### config.mk
export PLATFORM = sky130hd
export DESIGN_NAME = dual_crc_acc
export DESIGN_NICKNAME = d
export VERILOG_FILES = /design/src/rtl/dual_crc_pkg.sv /design/src/rtl/dual_crc_ctrl.sv /design/src/rtl/dual_crc_lane.sv /design/src/rtl/dual_crc_acc.sv
export SDC_FILE = /design/constraint.sdc
export NUM_CORES = 1
export LEC_CHECK = 0
export ABC_AREA = 1
export BUFFER_PORTS_ARGS = -buffer_cell sky130_fd_sc_hd__buf_4
export CAP_MARGIN = 20
export CORE_MARGIN = 10
export CORE_UTILIZATION = 58
export DETAILED_ROUTE_END_ITERATION = 10
export GPL_ROUTABILITY_DRIVEN = 0
export PLACE_DENSITY = 0.85
export SYNTH_ARGS = -nofsm -noshare
export SYNTH_HDL_FRONTEND = slang
export SYNTH_SLANG_ARGS = --single-unit
### constraint.sdc
create_clock -name clk -period 3.4 [get_ports clk]
set_input_delay 0.51 -clock clk [delete_from_list [all_inputs] [get_ports clk]]
set_output_delay 0.51 -clock clk [all_outputs]
set_load 0.03 [all_outputs]
### src/rtl/dual_crc_pkg.sv
package dual_crc_pkg;

    typedef enum logic [0:0] {
        ST_OFF = 1'b0,
        ST_ON  = 1'b1
    } crc_state_e;

    localparam int unsigned LANE_RX = 0;
    localparam int unsigned LANE_TX = 1;
    localparam int unsigned NUM_LANES = 2;

endpackage

### src/rtl/dual_crc_ctrl.sv
module dual_crc_ctrl
    import dual_crc_pkg::*;
(
    input  logic clk,
    input  logic rst_n,
    input  logic en_wr,
    input  logic en_wdata,
    input  logic rx_vld,
    input  logic tx_vld,
    output logic clr,
    output logic upd_rx,
    output logic upd_tx,
    output logic busy
);

    crc_state_e state_q;
    crc_state_e state_d;

    // next-state: arm, rearm, disarm
    always_comb begin
        state_d = state_q;
        unique case (state_q)
            ST_OFF: if (en_wr && en_wdata) state_d = ST_ON;
            ST_ON:  if (en_wr && !en_wdata) state_d = ST_OFF;
        endcase
    end

    always_ff @(posedge clk) begin
        if (!rst_n) state_q <= ST_OFF;
        else        state_q <= state_d;
    end

    // outputs: clear has priority over any bit update
    always_comb begin
        clr    = en_wr & en_wdata;
        upd_rx = 1'b0;
        upd_tx = 1'b0;
        busy   = 1'b0;
        unique case (state_q)
            ST_OFF: ;
            ST_ON: begin
                upd_rx = rx_vld & ~clr;
                upd_tx = tx_vld & ~clr;
                busy   = rx_vld | tx_vld;
            end
        endcase
    end

endmodule

### src/rtl/dual_crc_lane.sv
module dual_crc_lane #(
    parameter int unsigned WIDE_W   = 16,
    parameter int unsigned NARROW_W = 8
) (
    input  logic              clk,
    input  logic              rst_n,
    input  logic              clr,
    input  logic              upd,
    input  logic              wide,
    input  logic              din,
    input  logic [WIDE_W-1:0] poly,
    output logic [WIDE_W-1:0] crc
);

    localparam logic [WIDE_W-1:0] NARROW_MASK =
        {{(WIDE_W-NARROW_W){1'b0}}, {NARROW_W{1'b1}}};

    logic [WIDE_W-1:0] acc_q;
    logic [WIDE_W-1:0] acc_d;
    logic [WIDE_W-1:0] mask;
    logic [WIDE_W-1:0] shifted;
    logic              fb;

    always_comb begin
        mask    = wide ? {WIDE_W{1'b1}} : NARROW_MASK;
        fb      = (wide ? acc_q[WIDE_W-1] : acc_q[NARROW_W-1]) ^ din;
        shifted = (acc_q << 1) & mask;
        acc_d   = fb ? (shifted ^ (poly & mask)) : shifted;
    end

    always_ff @(posedge clk) begin
        if (!rst_n)     acc_q <= '0;
        else if (clr)   acc_q <= '0;
        else if (upd)   acc_q <= acc_d;
    end

    assign crc = acc_q & mask;

endmodule

### src/rtl/dual_crc_acc.sv
module dual_crc_acc
    import dual_crc_pkg::*;
#(
    parameter int unsigned CRC_W    = 16,
    parameter int unsigned NARROW_W = 8
) (
    input  logic             clk,
    input  logic             rst_n,
    input  logic             en_wr,
    input  logic             en_wdata,
    input  logic [CRC_W-1:0] poly,
    input  logic             wide_frame,
    input  logic             rx_bit,
    input  logic             rx_bit_vld,
    input  logic             tx_bit,
    input  logic             tx_bit_vld,
    output logic             busy,
    output logic [CRC_W-1:0] rx_crc,
    output logic [CRC_W-1:0] tx_crc
);

    logic                 clr;
    logic [NUM_LANES-1:0] upd;
    logic [NUM_LANES-1:0] din;
    logic [CRC_W-1:0]     res [NUM_LANES];

    dual_crc_ctrl u_ctrl (
        .clk      (clk),
        .rst_n    (rst_n),
        .en_wr    (en_wr),
        .en_wdata (en_wdata),
        .rx_vld   (rx_bit_vld),
        .tx_vld   (tx_bit_vld),
        .clr      (clr),
        .upd_rx   (upd[LANE_RX]),
        .upd_tx   (upd[LANE_TX]),
        .busy     (busy)
    );

    assign din[LANE_RX] = rx_bit;
    assign din[LANE_TX] = tx_bit;

    for (genvar g = 0; g < NUM_LANES; g++) begin : g_lane
        dual_crc_lane #(
            .WIDE_W   (CRC_W),
            .NARROW_W (NARROW_W)
        ) u_lane (
            .clk   (clk),
            .rst_n (rst_n),
            .clr   (clr),
            .upd   (upd[g]),
            .wide  (wide_frame),
            .din   (din[g]),
            .poly  (poly),
            .crc   (res[g])
        );
    end

    assign rx_crc = res[LANE_RX];
    assign tx_crc = res[LANE_TX];

endmodule

Word-level counts from Yosys, hierarchy flattened
Index checks and enable logic that the tools add are counted.
{"block": "word_totals", "register_bits": 33, "input_bits": 25, "out_inout_bits": 33, "wordCells": 34}
{"block": "op_classes", "mux": 11, "bitwise_logic": 16, "reduce_logical": 4}
{"cell": "$and 16x16->16", "count": 5}
{"cell": "$mux 16", "count": 3}
{"cell": "$xor 16x16->16", "count": 2}
{"cell": "$mux 1", "count": 7}
{"cell": "$and 1x1->1", "count": 3}
{"cell": "$not 1->1", "count": 3}
{"cell": "$logic_and 1x1->1", "count": 2}
{"cell": "$pmux 1 s2", "count": 1}
{"cell": "$reduce_or 2->1", "count": 1}
{"cell": "$xor 1x1->1", "count": 2}
{"cell": "$logic_not 1->1", "count": 1}
{"cell": "$or 1x1->1", "count": 1}

Logic depth before layout (Yosys ltp)
{"block": "depth", "ltp_word": 4, "depth_mapped": 11, "depth_no_buf": 9}

Modules after synthesis
A second synthesis with hierarchy kept.
{"block": "hier_totals", "hier_cells": 394, "area_unflattened_um2": 2501.1}
{"mod": "dual_crc_lane", "n_inst": 2, "cells_each": 191, "area_per_inst_um2": 1216.2, "seq_area_each_um2": 320.3}
{"mod": "dual_crc_ctrl", "n_inst": 1, "cells_each": 12, "area_per_inst_um2": 68.8, "seq_area_each_um2": 20.0}

Worst setup path after synthesis
Ideal clock, no wire load.
{"block": "synth_timing", "kind": "input to output", "startpoint": "in rx_bit_vld", "endpoint": "out busy", "arrival_time_ns": 1.193, "required_time_ns": 2.890, "slack_ns": 1.697, "stages": 3, "path_buffers": 1, "cell_sequence": "nand2_1 > clkbuf_1 > nand2_1"}
{"block": "synth_via", "elab_chain_cells": 2}
{"item": "from (decl)", "line_no": "dual_crc_acc.sv:14", "rtl": "input logic rx_bit_vld,"}
{"item": "$or 1x1->1", "line_no": "dual_crc_ctrl.sv:44", "rtl": "busy = rx_vld | tx_vld;"}
{"item": "$mux 1", "line_no": "dual_crc_ctrl.sv:39", "rtl": "unique case (state_q)"}
{"item": "to (decl)", "line_no": "dual_crc_acc.sv:17", "rtl": "output logic busy,"}
No other way between the ends.

==> flow_metrics.py <==
metrics = {
    "status": {
        "status": "finished, final reports clean",
    },
    "floorplan": {
        "die_area_um2": 7300,
        "num_rows": 23,
        "coreArea_um2": 4060,
        "die_w_um": 85.4,
        "start_util_pct": 61.2,
        "die_h_um": 85.4,
        "io_pins": 58,
    },
    "clock_network": {
        "cts_resized": 0,
        "cts_num_sinks": 33,
        "post_cts_buffers": 0,
        "cts.clk_slew.worst_paths_ns": 0.07,
        "numCtsBuffers": 5,
        "clk_path_buf_depth": 2,
        "insertion_delay_ns": 0.29,
        "cts_tree": "yes",
        "ctsHoldBuffers": 0,
        "root_buffer": "clkbuf_8",
        "htreeDepth": 2,
    },
    "worst_setup_path": {
        "crit_family": "simple AND/OR/NAND/NOR gates",
        "start_kind": "flip-flop",
        "worstPathArrival_ns": 1.35,
        "reg2reg_to": "g_lane[0].u_lane.acc_q[8]",
        "crit_chain": "nand2_1 -> nand2_1 -> buf_4",
        "slowest_stage": "dfxtp_1",
        "critPathMaxFanout": 16,
        "critical_path_class": "flip-flop to primary output",
        "worst_setup_path_end_kind": "primary output",
        "cp_common_cell": "nand2_1",
        "r2r_slack_ns": 1.57,
        "crit_required_ns": 2.89,
        "ff2ff_path_depth": 4,
        "cpPeakStageDelay_ns": 0.36,
        "crit_buf_inv": 1,
    },
    "timing": {
        "fin_skew_ns": 0.00728,
        "max_freq_mhz": 538,
        "setup_tns_ns": 0,
        "period_minus_slack_ns": 1.86,
        "timing.final.crit_share_pct": 54.7,
        "rsz0062_at_grt": "no",
        "worst_slew_pin_slew_ns": 0.937,
        "setup_viol": 0,
        "slew-limit-headroom_pct": 37.4,
        "drv_slew": 0,
        "hold_viol_final": 0,
    },
    "finish": {
        "syn_to_final_growth_pct": 12.9,
        "drive_gt1_share_pct": 20.3,
        "final_common_cell": "nand2_1",
        "reg_top3": "g_lane.u_lane.acc_q: 32 flops",
        "largest_reg_flops": 32,
        "final_nets": 449,
        "final_cell_mix": "93 x nand2_1, 82 x inv_1, 57 x buf_4",
        "n_antenna_cell": 0,
        "top_register": "g_lane.u_lane.acc_q",
        "final_area_um2": 2800,
    },
    "logic_synthesis": {
        "synth_nets": 419,
        "avgSynthCellArea_um2": 6.30,
        "yosysSeqAreaShare_pct": 26.6,
        "synth_largest_area_cell": "dfxtp_1",
        "synth_area_um2": 2480,
        "synth_cell_types": 22,
        "yosysWarnings": 0,
        "synth_area_leaders": "dfxtp_1 27%, nand2_1 14%, inv_1 12%",
        "ys_seq_elements": 33,
        "netlist_instances": 394,
        "synth_top_cell_area_share_pct": 26.6,
    },
    "place": {
        "dp_hpwl_mm": 4.76,
        "io_buffers": 57,
        "placed_cell_area_um2": 2720,
    },
    "detailed_routing": {
        "first_iter_violations": 210,
        "route.detailed.drc": 0,
        "first_pass_iters": 5,
        "wl_mm": 6.60,
        "vias": 2569,
        "drtAntennaViolNets": 0,
        "routed_via_density": 5.42,
        "routedWlPerCell_um": 13.9,
    },
    "power_and_ir_drop": {
        "comb_power_share_pct": 20.9,
        "power_leakage_nw": 1.51,
        "switching_share_pct": 30.8,
        "p_clk_share_pct": 34.1,
        "power.density_nw_per_um2": 324,
        "p_sw_mw": 0.280,
        "peakVddDrop_v": 0.000177,
        "p_seq_share_pct": 45.0,
        "p_int_mw": 0.628,
    },
    "min_path": {
        "hold_class": "input pin to flip-flop",
        "worstHoldStart": "en_wr",
        "hold_depth": 4,
    },
    "global_routing": {
        "grt_remaining_overflow": 0,
        "grtUsageTotal_pct": 17.8,
        "antenna_found_initial": 0,
        "grt_max_degree": 30,
        "grt_pass1_wl_mm": 10.9,
        "first_global_vias": 2393,
    },
    "job": {
        "drv_cap": 0,
    },
}
==> tightest hold or removal path, cell delays in order <==
cell and delay, ns:
buf_4 0.08, inv_1 0.03, nand2_1 0.04, a21oi_1 0.05
==> cells by family after synthesis <==
family                    count (synthesis)  share of synthesized area, %
AOI/OAI and AO/OA                        33                          6.65
xor gates and xnor gates                  2                         0.706
buffers and inverters                   120                          23.5
DFF                                      33                          26.6
and+or+nand+nor                         206                          42.5
==> synthesized netlist by cell type <==
cell	n
inv_2	3
nand3_2	6
buf_2	5
dfxtp_1	33
nor2_4	1
nand2_8	1
buf_6	5
nor2_2	2
buf_4	20
o21ai_0	5
a21oi_1	28
nand3_4	2
nand4_1	27
inv_4	1
nand2_1	93
clkbuf_1	3
nand2_4	7
buf_8	1
xnor2_1	2
inv_1	82
nor2_1	12
nand3_1	55
==> power by group through the flow <==
| stage | Clock (mW) | Sequential [mW] | Combinational [mW] |
|---|---|---|---|
| floorplan | 0 | 0.414 | 0.143 |
| global placement | 0 | 0.417 | 0.184 |
| detailed placement | 0 | 0.417 | 0.188 |
| CTS | 0.312 | 0.408 | 0.189 |
| global route | 0.333 | 0.410 | 0.209 |
| finish | 0.310 | 0.408 | 0.190 |
==> worst max-delay path by stage <==
stage	start	end	cells past startpoint
finish	flip-flop	busy	3
global route	flip-flop	g_lane[0].u_lane.acc_q[8]	4
CTS	flip-flop	busy	3
detailed placement	rx_bit_vld	g_lane[0].u_lane.acc_q[8]	5
global placement	tx_bit_vld	g_lane[1].u_lane.acc_q[7]	6
floorplan	rx_bit_vld	busy	3
==> cell type report <==
class,count,area (um2)
Sequential cell,33,661
Multi-Input combinational cell,241,1240
Fill cell,356,1260
Clock buffer,7,86.3
Inverter,86,325
Tap cell,50,62.6
Timing Repair Buffer,57,428
==> per-layer routing <==
layer,track usage (%),part of all wire (%)
met5,0,0
met3,5.45,7.3
met4,6.44,1.9
met1,21.6,42
met2,28.9,48
==> per-stage QoR <==
step / utilization [%] / worst slack [ns] / total power, mW / hold WS [ns] / std cells
floorplan: - / 1.70 / 0.557 / 0.452 / 394
global placement: 66.9 / 1.43 / 0.600 / 0.463 / 467
detailed placement: 66.9 / 1.39 / 0.605 / 0.475 / 467
CTS: 69.0 / 1.54 / 0.909 / 0.458 / 474
global route: 69.0 / 1.41 / 0.952 / 0.481 / 474
finish: 69.0 / 1.54 / 0.908 / 0.459 / 474
Power figures use the tool's default switching activity.
